### config.mk
export PLATFORM = sky130hd
export DESIGN_NAME = prescaled_timer
export DESIGN_NICKNAME = d
export VERILOG_FILES = /design/src/rtl/ptmr_pkg.sv /design/src/rtl/ptmr_tick_src.sv /design/src/rtl/ptmr_prescaler.sv /design/src/rtl/ptmr_count.sv /design/src/rtl/prescaled_timer.sv
export SDC_FILE = /design/constraint.sdc
export NUM_CORES = 1
export LEC_CHECK = 0
export ABC_AREA = 1
export BUFFER_PORTS_ARGS = -buffer_cell sky130_fd_sc_hd__buf_2
export CAP_MARGIN = 30
export CORE_MARGIN = 1
export CORE_UTILIZATION = 53
export CTS_BUF_LIST = sky130_fd_sc_hd__clkbuf_8
export DETAILED_ROUTE_END_ITERATION = 10
export MAX_ROUTING_LAYER = met4
export PLACE_DENSITY = 0.8
export SLEW_MARGIN = 10
export SYNTH_ARGS = -nofsm -noshare
export SYNTH_HDL_FRONTEND = slang
export SYNTH_SLANG_ARGS = --single-unit
### constraint.sdc
create_clock -name clk -period 1.7 [get_ports clk]
set_input_delay 0.085 -clock clk [delete_from_list [all_inputs] [get_ports clk]]
set_output_delay 0.085 -clock clk [all_outputs]
set_load 0.01 [all_outputs]
### src/rtl/ptmr_pkg.sv
package ptmr_pkg;
    localparam int CNT_W  = 8;
    localparam int SEL_W  = 3;
    localparam int PS_W   = 1 << SEL_W;

    typedef struct packed {
        logic [SEL_W-1:0] sel;
        logic             bypass;
        logic             src_ext;
    } ptmr_ctrl_t;

    localparam int CTRL_W = $bits(ptmr_ctrl_t);

    typedef enum logic [1:0] {
        PH_Q1,
        PH_Q2,
        PH_Q3,
        PH_Q4
    } ptmr_phase_e;

    typedef enum logic {
        FLG_IDLE,
        FLG_SET
    } ptmr_flag_e;
endpackage

### src/rtl/ptmr_tick_src.sv
module ptmr_tick_src
    import ptmr_pkg::*;
#(
    parameter int SYNC_STAGES = 2
) (
    input  logic clk,
    input  logic rst_n,
    input  logic ext_pin,
    input  logic src_ext,
    output logic tick_o
);
    localparam int SH_W = SYNC_STAGES + 1;

    ptmr_phase_e phase_q, phase_d;
    logic        inst_tick;
    logic [SH_W-1:0] sync_q;
    logic        ext_tick;

    // state register of the divide-by-four phase machine
    always_ff @(posedge clk or negedge rst_n) begin
        if (!rst_n) phase_q <= PH_Q1;
        else        phase_q <= phase_d;
    end

    // next-state logic
    always_comb begin
        unique case (phase_q)
            PH_Q1: phase_d = PH_Q2;
            PH_Q2: phase_d = PH_Q3;
            PH_Q3: phase_d = PH_Q4;
            PH_Q4: phase_d = PH_Q1;
        endcase
    end

    // output logic
    always_comb begin
        unique case (phase_q)
            PH_Q4:   inst_tick = 1'b1;
            default: inst_tick = 1'b0;
        endcase
    end

    // synchronizer chain plus one history stage for edge detection
    always_ff @(posedge clk or negedge rst_n) begin
        if (!rst_n) sync_q <= '0;
        else        sync_q <= {sync_q[SH_W-2:0], ext_pin};
    end

    assign ext_tick = sync_q[SH_W-2] & ~sync_q[SH_W-1];

    always_comb begin
        if (src_ext) tick_o = ext_tick;
        else         tick_o = inst_tick;
    end
endmodule

### src/rtl/ptmr_prescaler.sv
module ptmr_prescaler #(
    parameter  int SEL_W = 3,
    localparam int PS_W  = 1 << SEL_W
) (
    input  logic             clk,
    input  logic             rst_n,
    input  logic             src_tick,
    input  logic             clr,
    input  logic             bypass,
    input  logic [SEL_W-1:0] sel,
    output logic             pulse_o
);
    logic [PS_W-1:0] pre_q;
    logic [PS_W-1:0] mask;
    logic            hit;

    // terminal mask: bits 0..sel set, so ratio is 2^(sel+1)
    always_comb begin
        for (int i = 0; i < PS_W; i++) begin
            mask[i] = (i <= int'(sel));
        end
    end

    assign hit     = ((pre_q & mask) == mask);
    assign pulse_o = src_tick & (bypass | hit);

    always_ff @(posedge clk or negedge rst_n) begin
        if (!rst_n) begin
            pre_q <= '0;
        end else if (clr || bypass) begin
            pre_q <= '0;
        end else if (src_tick) begin
            if (hit) pre_q <= '0;
            else     pre_q <= pre_q + 1'b1;
        end
    end
endmodule

### src/rtl/ptmr_count.sv
module ptmr_count
    import ptmr_pkg::*;
#(
    parameter int W = 8
) (
    input  logic         clk,
    input  logic         rst_n,
    input  logic         inc,
    input  logic         we,
    input  logic [W-1:0] wdata,
    input  logic         clr,
    output logic [W-1:0] count_o,
    output logic         flag_o
);
    logic [W-1:0] cnt_q;
    logic         wrap;
    ptmr_flag_e   flg_q, flg_d;

    // a write wins over an increment in the same cycle
    always_ff @(posedge clk or negedge rst_n) begin
        if (!rst_n)   cnt_q <= '0;
        else if (we)  cnt_q <= wdata;
        else if (inc) cnt_q <= cnt_q + 1'b1;
    end

    assign wrap    = inc & ~we & (cnt_q == {W{1'b1}});
    assign count_o = cnt_q;

    // state register of the flag machine
    always_ff @(posedge clk or negedge rst_n) begin
        if (!rst_n) flg_q <= FLG_IDLE;
        else        flg_q <= flg_d;
    end

    // next-state logic: a wrap beats a clear
    always_comb begin
        unique case (flg_q)
            FLG_IDLE: flg_d = wrap ? FLG_SET : FLG_IDLE;
            FLG_SET:  flg_d = (clr && !wrap) ? FLG_IDLE : FLG_SET;
        endcase
    end

    // output logic
    always_comb begin
        unique case (flg_q)
            FLG_SET:  flag_o = 1'b1;
            default:  flag_o = 1'b0;
        endcase
    end
endmodule

### src/rtl/prescaled_timer.sv
module prescaled_timer
    import ptmr_pkg::*;
(
    input  logic              clk,
    input  logic              rst_n,
    input  logic              ext_cnt_pin,
    input  logic              cnt_we,
    input  logic [CNT_W-1:0]  cnt_wdata,
    input  logic              ctrl_we,
    input  logic [CTRL_W-1:0] ctrl_wdata,
    input  logic              flag_clr,
    output logic [CNT_W-1:0]  count_o,
    output logic              ovf_flag_o
);
    ptmr_ctrl_t ctrl_q;
    logic       src_tick;
    logic       ps_pulse;

    always_ff @(posedge clk or negedge rst_n) begin
        if (!rst_n)       ctrl_q <= '0;
        else if (ctrl_we) ctrl_q <= ptmr_ctrl_t'(ctrl_wdata);
    end

    ptmr_tick_src #(.SYNC_STAGES(2)) u_src (
        .clk     (clk),
        .rst_n   (rst_n),
        .ext_pin (ext_cnt_pin),
        .src_ext (ctrl_q.src_ext),
        .tick_o  (src_tick)
    );

    ptmr_prescaler #(.SEL_W(SEL_W)) u_ps (
        .clk      (clk),
        .rst_n    (rst_n),
        .src_tick (src_tick),
        .clr      (cnt_we),
        .bypass   (ctrl_q.bypass),
        .sel      (ctrl_q.sel),
        .pulse_o  (ps_pulse)
    );

    ptmr_count #(.W(CNT_W)) u_cnt (
        .clk     (clk),
        .rst_n   (rst_n),
        .inc     (ps_pulse),
        .we      (cnt_we),
        .wdata   (cnt_wdata),
        .clr     (flag_clr),
        .count_o (count_o),
        .flag_o  (ovf_flag_o)
    );
endmodule

; ---- After elaboration in Yosys (flattened, before gate mapping)
; Index checks and enable logic that the tools add are counted.
[word_totals]
regBits = 27
elab_cells = 49
in_bits = 19
[op_classes]
muxes = 12
bitwise = 9
order_cmp = 7
n_reduce_logical = 6
n_eq_ne = 5
addsub = 2
[op_table]
columns = op, count
row1 = $mux 8, 5
row2 = $add 8x1->8 const B, 2
row3 = $le 3x3->1 const A, 4
row4 = $and 8x8->8, 1
row5 = $eq 8x8->1, 1
row6 = $eq 8x8->1 const B, 1
row7 = $pmux 2 s4, 1
row8 = $le 2x3->1 const A, 2
row9 = $mux 1, 5
row10 = $and 1x1->1, 4
row11 = $eq 2x2->1 const B, 2
row12 = $reduce_bool 2->1, 2
row13 = $le 1x3->1 const A, 1
row14 = $not 1->1, 3
row15 = $eq 2x1->1 const B, 1
row16 = $logic_not 2->1, 1
row17 = $pmux 1 s2, 1
row18 = $logic_and 1x1->1, 1
row19 = $logic_not 1->1, 1
row20 = $logic_or 1x1->1, 1
row21 = $or 1x1->1, 1

; ---- Depth between registers and ports, before layout
; Gate-level depths: netlist of run 1.
[depth]
word_depth = 11
ltp_mapped = 11
depth_no_buf = 11

; ---- By module
; A second synthesis of run 1 with hierarchy kept.
[hier_totals]
hier_cells = 188
hier_area_um2 = 1517.7
[modules_own_cells]
columns = mod, area_each_um2, cells_each, seq_area_each_um2, instances
row1 = ptmr_prescaler, 578.1, 81, 200.2, 1
row2 = ptmr_count, 558.0, 70, 225.2, 1
row3 = ptmr_tick_src, 196.4, 16, 125.1, 1
row4 = prescaled_timer, 185.2, 21, 125.1, 1

; ---- Worst setup path after synthesis of run 1
; Ideal clock, no wire load.
[synth_path]
path_type = flip-flop to flip-flop
from = register u_cnt.cnt_q[0] (netlist: u_cnt.count_o[0])
to = register u_cnt.cnt_q[6] (netlist: u_cnt.count_o[6])
setup_time_ns = 0.117
n_path_buf = 0
path_stages_with_launch = 8
required_time_ns = 1.583
path_slack_ns = 0.429
synth_period_minus_slack_ns = 1.271
arrival_time_ns = 1.154
path_cell_list = dfrtp_1 -> ha_1 -> nand2_1 -> nor3_2 -> xnor2_1 -> o21ai_0 -> nand2_1 -> nand2_1
[synth_via]
elab_chain_cells = 3
[synth_lines]
columns = element, line_no
row1 = from (decl), ptmr_count.sv:15  ; logic [W-1:0] cnt_q;
row2 = from (signal assigned), ptmr_count.sv:22  ; else if (we) cnt_q <= wdata;
row3 = from (signal assigned), ptmr_count.sv:23  ; else if (inc) cnt_q <= cnt_q + 1'b1;
row4 = $add 8x1->8, ptmr_count.sv:23
row5 = $mux 8, ptmr_count.sv:23
row6 = $mux 8, ptmr_count.sv:22
; Every way passes these cells. The select of a mux whose other input is x is not followed.
; A chain may end at the register's enable or synchronous reset.

; ---- Final worst setup path of run 1
[layout_path]
from = register u_cnt.cnt_q[0] (netlist: u_cnt.count_o[0])
to = register u_cnt.flg_q
[layout_via]
elab_chain_cells = 6
elab_cells_between_ends = 7
[layout_lines]
columns = element, line_no
row1 = $eq 8x8->1 *, ptmr_count.sv:26  ; assign wrap = inc & ~we & (cnt_q == {W{1'b1}});
row2 = $and 1x1->1 *, ptmr_count.sv:26
row3 = $logic_not 1->1, ptmr_count.sv:39  ; FLG_SET: flg_d = (clr && !wrap) ? FLG_IDLE : FLG_SET;
row4 = $logic_and 1x1->1, ptmr_count.sv:39
row5 = $mux 1, ptmr_count.sv:39
row6 = $pmux 1 s2 *, ptmr_count.sv:37  ; unique case (flg_q)
row7 = net u_cnt.flg_d, ptmr_count.sv:17  ; ptmr_flag_e flg_q, flg_d;
row8 = to (signal assigned), ptmr_count.sv:32  ; else flg_q <= flg_d;
row9 = to (decl), ptmr_count.sv:17
; The timed path passes the listed nets; every way through them passes the cells marked *.

==> metrics.yaml, run 1 <==
status:
  status: "complete, no violations"
route:
  wirelength_um: 2961
  drc_errors: 0
  drt_iter0_drc: 33
  wire_per_inst_um: 12.44
  ant_nets: 0
  first_pass_iters: 4
  wl_met3_um: 130
  route.met2.wl_um: 1550
  top_layer: "met4"
  wl_met1_um: 1237
  vias: 1243
  via_per_inst: 5.223
global_routing:
  antenna_found_initial: 0
  grt_usage_pct: 23.85
  grt_pass1_vias: 1147
  overflow: 0
  grt_max_degree: 28
  grt_first_pass_wirelength_um: 4816
sta:
  finalWorstSetupSlack_ns: 0.2883
  max_freq_mhz: 708.4
  maxSlewViolCount: 0
  fin_worst_skew_ns: 0.002309
  grt_setup_unrepaired: "no"
  period_minus_slack_ns: 1.412
  min_period_over_period_pct: 83.04
  relSlewSlack_pct: 60.77
  finalHoldViolCount: 0
  worst_pin_slew_ns: 0.5885
  setup_tns_ns: 0
  setup_viol: 0
synth:
  synthCells: 178
  synthTopCellsByArea: "dfrtp_1 47%, nand2_1 15%, nand3_1 6.2%"
  avgSynthCellArea_um2: 8.140
  synth-seq-cells: 27
  synth_top_area_share_pct: 46.63
  yosys_warnings: 0
  syn-num-nets: 202
  synthDistinctLibCells: 23
  ys_seq_area_share_pct: 46.63
  netlist_area_um2: 1449
  synth_area_leader_cell: "dfrtp_1"
worst_setup_path:
  r2r-start: "u_cnt.count_o[0]"
  crit_path_max_incr_delay_ns: 0.43
  cp.required_ns: 1.91
  critical_path_class: "flop to flop"
  critPathTopFamily: "simple AND/OR/NAND/NOR gates"
  path_depth: 7
  path_buf_inv: 0
  rr_worst_depth: 7
  cp-endpoint: "u_cnt.flg_q"
  critPathMaxFanout: 5
  worstSetupEndpointType: "flop"
  slowest_stage: "dfrtp_1"
  startpoint: "u_cnt.count_o[0]"
  cp-start-kind: "flop"
  rrSetupSlack_ns: 0.29
  cp.arrival_ns: 1.62
  crit_path_frequent_cell: "nand2_1"
  cp_cell_sequence: "ha_1, nand2_1, nor3_2, nand2_1, nor2_1, nand4_1, nand2_1"
  worst_r2r_endpoint: "u_cnt.flg_q"
floorplan:
  core_area_um2: 2522
  io_pins: 28
  start_util_pct: 57.44
  die_area_um2: 2947
  die_h_um: 54.29
  rows: 18
  dieWidth_um: 54.29
job:
  drv_cap: 0
clock_tree:
  clock_sinks: 27
  cts_tree: "done"
  insertion_delay_ns: 0.27
  clk_path_buf_depth: 2
  htreeDepth: 1
  cts_inserted_buffers: 3
  cts_post_setup_buffers_inserted: 0
  clk_pin_slew_worst_paths_ns: 0.09
  cts_root_buf: "clkbuf_8"
power_and_ir_drop:
  clkPwrFrac_pct: 26.3
  power_density_nw_per_um2: 814.5
  pwr-share-seq_pct: 55.3
  swShare_pct: 29.22
  power.leakage_nw: 0.8699
  combPwrFrac_pct: 18.4
  p_int_mw: 0.9564
  switching_power_mw: 0.3949
  irDropWorstVdd_v: 0.0006617
layout:
  drive_gt1_share_pct: 19.23
  postLayoutCellArea_um2: 1659
  syn2layout_area_growth_pct: 14.51
  fin_nets: 233
  num_antenna_cells: 0
  fin_cells: 238
place:
  place_hpwl_um: 2187
  io_buffers: 27
  dpl_cell_area_um2: 1593
  gp_congestion: 0.8147
  placedCellCount: 232
  pre_cts_ws_ns: 0.3288
worst_hold_path:
  hold_class: "primary input to flop"
-- how the worst min path moves through the flow --
stage | slack (ns) | startpoint | end | cells after the start
2_1_floorplan | -0.21 | rst_n | ctrl_q[0] | 0
3_3_place_gp | 0.11 | rst_n | u_ps.pre_q[7] | 1
3_5_place_dp | 0.12 | rst_n | u_ps.pre_q[7] | 1
4_1_cts | 0.02 | ctrl_wdata[4] | ctrl_q[4] | 3
5_1_grt | 0.03 | ctrl_wdata[1] | ctrl_q[1] | 3
6_report | 0.02 | ctrl_wdata[0] | ctrl_q[0] | 3
-- layer usage --
layer / vias up / track usage (%)
li1: 624 / -
met1: 577 / 25.97
met2: 36 / 42.89
met3: 6 / 4.444
met4: 0 / 8.547
met5: - / -
-- cell type report --
class                      instances  area (um2)
fill                             229       863.3
clock inverter                     1       5.005
multi-input combinational        130       676.9
inverter                          18       67.56
tap                               30       37.54
timing repair buffer              29       155.1
clock buffer                       3       41.29
sequential                        27       675.6
-- sequential cells by signal, summed over array words and instances, names as in the netlist --
name and flops:
u_src.phase_q 2, u_src.sync_q 3, ctrl_q 5, u_ps.pre_q 8, u_cnt.flg_q 1, u_cnt.count_o 8
-- placed cells by master, fill, tap and decap left out, drive strengths merged --
cell type	netlist	final
buf	1	27
nand4	3	3
xnor2	3	3
clkinv	0	1
nand2	60	60
nand3b	1	1
clkbuf	2	3
nor3	1	1
dfrtp	27	27
or2	1	1
nor2	13	13
dlygate4sd3	0	2
o21ai	16	16
nand3	19	19
xor2	5	5
o21bai	1	1
inv	18	18
ha	5	5
mux2	1	1
a21oi	1	1
-- Yosys cell counts, drive strengths merged --
| master | count |
|---|---|
| clkbuf | 2 |
| o21ai | 16 |
| nand4 | 3 |
| nor2 | 13 |
| nand3b | 1 |
| buf | 1 |
| dfrtp | 27 |
| ha | 5 |
| xnor2 | 3 |
| a21oi | 1 |
| inv | 18 |
| xor2 | 5 |
| nand3 | 19 |
| nor3 | 1 |
| or2 | 1 |
| mux2 | 1 |
| nand2 | 60 |
| o21bai | 1 |
-- per-stage QoR --
stage | total power, mW | util, % | hold slack, ns
after floorplan | 0.9048 | - | -0.2106
after global placement | 0.9930 | 63.14 | 0.1147
after detailed placement | 1.005 | 63.14 | 0.1232
after CTS | 1.372 | 65.77 | 0.01640
after global routing | 1.441 | 65.77 | 0.03248
final | 1.351 | 65.77 | 0.02148
-- worst min-delay path, delay by kind of cell --
kind,cells,cell delay (ns)
AOI/OAI and AO/OA,1,0.06
buffers and inverters,1,0.07
and+or+nand+nor,1,0.04
-- cells by family (layout without fill, tap and decap cells) --
| logic type | count (synthesis) | after routing | synth area share [%] |
|---|---|---|---|
| and+or+nand+nor | 98 | 98 | 30.14 |
| AOI/OAI and AO/OA | 18 | 18 | 6.649 |
| adders and majority gates | 5 | 5 | 4.318 |
| xor gates and xnor gates | 8 | 8 | 4.836 |
| buffers and inverters | 21 | 51 | 6.649 |
| muxes | 1 | 1 | 0.7771 |
| DFF | 27 | 27 | 46.63 |
-- power by group through the flow --
stage | logic (mW) | clock network, mW | registers [mW]
after floorplan | 0.144 | 0 | 0.761
after global placement | 0.237 | 0 | 0.756
after detailed placement | 0.244 | 0 | 0.761
after CTS | 0.251 | 0.374 | 0.747
after global routing | 0.283 | 0.404 | 0.755
final | 0.248 | 0.355 | 0.747
-- repair_timing --
action | in CTS | in global routing
resized for setup | 0 | 0
endpoints found under the hold margin | 28 | 0
hold buffers | 2 | 0
No activity file was read; power rests on OpenSTA's default activity.
==> inputs of run 2 (changes only) <==
--- a/config.mk
+++ b/config.mk
@@ -9,7 +9,7 @@
 export BUFFER_PORTS_ARGS = -buffer_cell sky130_fd_sc_hd__buf_2
 export CAP_MARGIN = 30
 export CORE_MARGIN = 1
-export CORE_UTILIZATION = 53
+export CORE_UTILIZATION = 51
 export CTS_BUF_LIST = sky130_fd_sc_hd__clkbuf_8
 export DETAILED_ROUTE_END_ITERATION = 10
 export MAX_ROUTING_LAYER = met4
==> constraint.sdc (replaced) <==
create_clock -name clk -period 1.24 [get_ports clk]
set_input_delay 0.062 -clock clk [delete_from_list [all_inputs] [get_ports clk]]
set_output_delay 0.062 -clock clk [all_outputs]
set_load 0.01 [all_outputs]
==> run 2 against run 1 <==
Critical path type unchanged. Register-to-register slack worse by 0.37 ns. Non-clock buffer count is 19 higher. Hold slack worse by 0.018 ns. Cell count is 8.4% higher. The run now ends with negative setup slack left. Sequential share of layout area is 4.6 points lower. Worst setup slack worse by 0.37 ns. Largest power group unchanged. Total power is 44% higher.
==> metrics.yaml, run 2 (same netlist as run 1, synthesis figures left out) <==
place:
  io_buffers: 27
  pre_cts_ws_ns: -0.1095
  place_hpwl_um: 2349
  gp_congestion: 0.8372
power_and_ir_drop:
  fin_total_pwr_mw: 1.942
  power.leakage_nw: 0.9650
  irDropWorstVdd_v: 0.0008874
  power_density_nw_per_um2: 1037
worst_hold_path:
  hp-start: "ctrl_wdata[2]"
  hold_class: "primary input to flop"
route:
  via_per_inst: 5.112
  ant_nets: 0
  vias: 1319
  wire_per_inst_um: 12.41
  first_pass_iters: 4
  wirelength_um: 3201
  drt_iter0_drc: 60
  drc_errors: 0
sta:
  relSlewSlack_pct: 59.99
  setup_viol: 15
  maxSlewViolCount: 0
  worst_pin_slew_ns: 0.6001
  finalHoldViolCount: 0
  min_period_over_period_pct: 106.9
  finalWorstSetupSlack_ns: -0.08614
  whs_ns: 0.003063
  max_freq_mhz: 754.1
  fin_worst_skew_ns: 0.002171
  period_minus_slack_ns: 1.326
  grt_setup_unrepaired: "yes"
clock_tree:
  cts_post_setup_buffers_inserted: 0
  cts_root_buf: "clkbuf_8"
  cts_inserted_buffers: 3
  insertion_delay_ns: 0.27
  clock_sinks: 27
  cts_tree: "done"
  clk_path_buf_depth: 2
  clk_pin_slew_worst_paths_ns: 0.09
  htreeDepth: 1
floorplan:
  die_area_um2: 3058
  die_h_um: 55.30
  dieWidth_um: 55.30
  io_pins: 28
  core_area_um2: 2590
  rows: 18
  start_util_pct: 55.94
job:
  drv_cap: 0
status:
  violations: "negative setup slack"
  status: "complete, but fails checks"
layout:
  final_util_pct: 72.32
  final_common_cell: "nand2_1"
  regArea_um2: 676.9
  fin_nets: 253
  multi_input_area_um2: 745.7
  final_cell_mix: "51 x nand2_1, 27 x buf_2, 26 x dfrtp_1"
  syn2layout_area_growth_pct: 29.27
  fill_cells: 196
  drive_gt1_share_pct: 30.70
  num_antenna_cells: 0
global_routing:
  grt_pass1_vias: 1334
  grt_usage_pct: 23.47
  overflow: 0
  grt_first_pass_wirelength_um: 5623
  antenna_found_initial: 0
  grt_max_degree: 28
worst_setup_path:
  critical_path_class: "flop to flop"
  cp-start-kind: "flop"
  worst_r2r_endpoint: "u_ps.pre_q[5]"
  worstSetupEndpointType: "flop"
  startpoint: "ctrl_q[0]"
  r2r-start: "ctrl_q[0]"
  cp.required_ns: 1.40
  cp.arrival_ns: 1.49
  critPathMaxFanout: 8
  rr_worst_depth: 7
  cp-endpoint: "u_ps.pre_q[5]"
  rrSetupSlack_ns: -0.09
## run 2: layer usage
layer  up-vias  wire [um]  global-route usage (%)
met4         0         17                   8.214
met3         2        107                   4.918
met5         -          0                       -
met2        30       1685                   40.62
li1        671          -                       -
met1       616       1391                   26.88
## run 2: final cells by class
| type | count | area share [%] |
|---|---|---|
| clock buffer | 3 | 2.204 |
| clock inverter | 1 | 0.2004 |
| inverter | 18 | 3.607 |
| multi-input combinational | 131 | 39.81 |
| sequential | 27 | 36.14 |
| tap | 30 | 2.004 |
| timing repair buffer | 48 | 16.03 |
## run 2: power breakdown
group	total [mW]	switching [mW]	internal (mW)
registers	1.00	0.0592	0.945
logic	0.460	0.248	0.212
clock network	0.478	0.256	0.222
## run 2: timing repair
action / CTS / global route
hold buffers: 3 / 0
endpoints found under the hold margin: 29 / 0
pin swaps: 3 / 4
setup endpoints to repair: 15 / 17
cloned: 1 / 0
resized for setup: 5 / 13
## run 2: how the worst min path moves through the flow
stage / end / cells after the start
final: ctrl_q[2] / 3
after global routing: ctrl_q[2] / 3
after CTS: ctrl_q[2] / 3
after detailed placement: u_ps.pre_q[7] / 1
after global placement: u_ps.pre_q[6] / 1
after floorplan: ctrl_q[0] / 0
## run 2: critical path, cell delays in order, from the launching register on
cell and delay (ns):
dfrtp_1 0.35, inv_2 0.06, nor2_1 0.13, nand2_2 0.11
nand3_4 0.12, nand4_1 0.17, xor2_1 0.22, nor2_1 0.06
## run 2: per-stage QoR
| step | instance area [um2] | TNS, ns | std cells |
|---|---|---|---|
| 3_5_place_dp | 1730 | -1.159 | 250 |
| 2_1_floorplan | 1451 | -0.02745 | 178 |
| 6_report | 1873 | -0.7966 | 258 |
| 4_1_cts | 1829 | -0.9903 | 258 |
| 5_1_grt | 1873 | -2.500 | 258 |
| 3_3_place_gp | 1730 | -0.2070 | 250 |
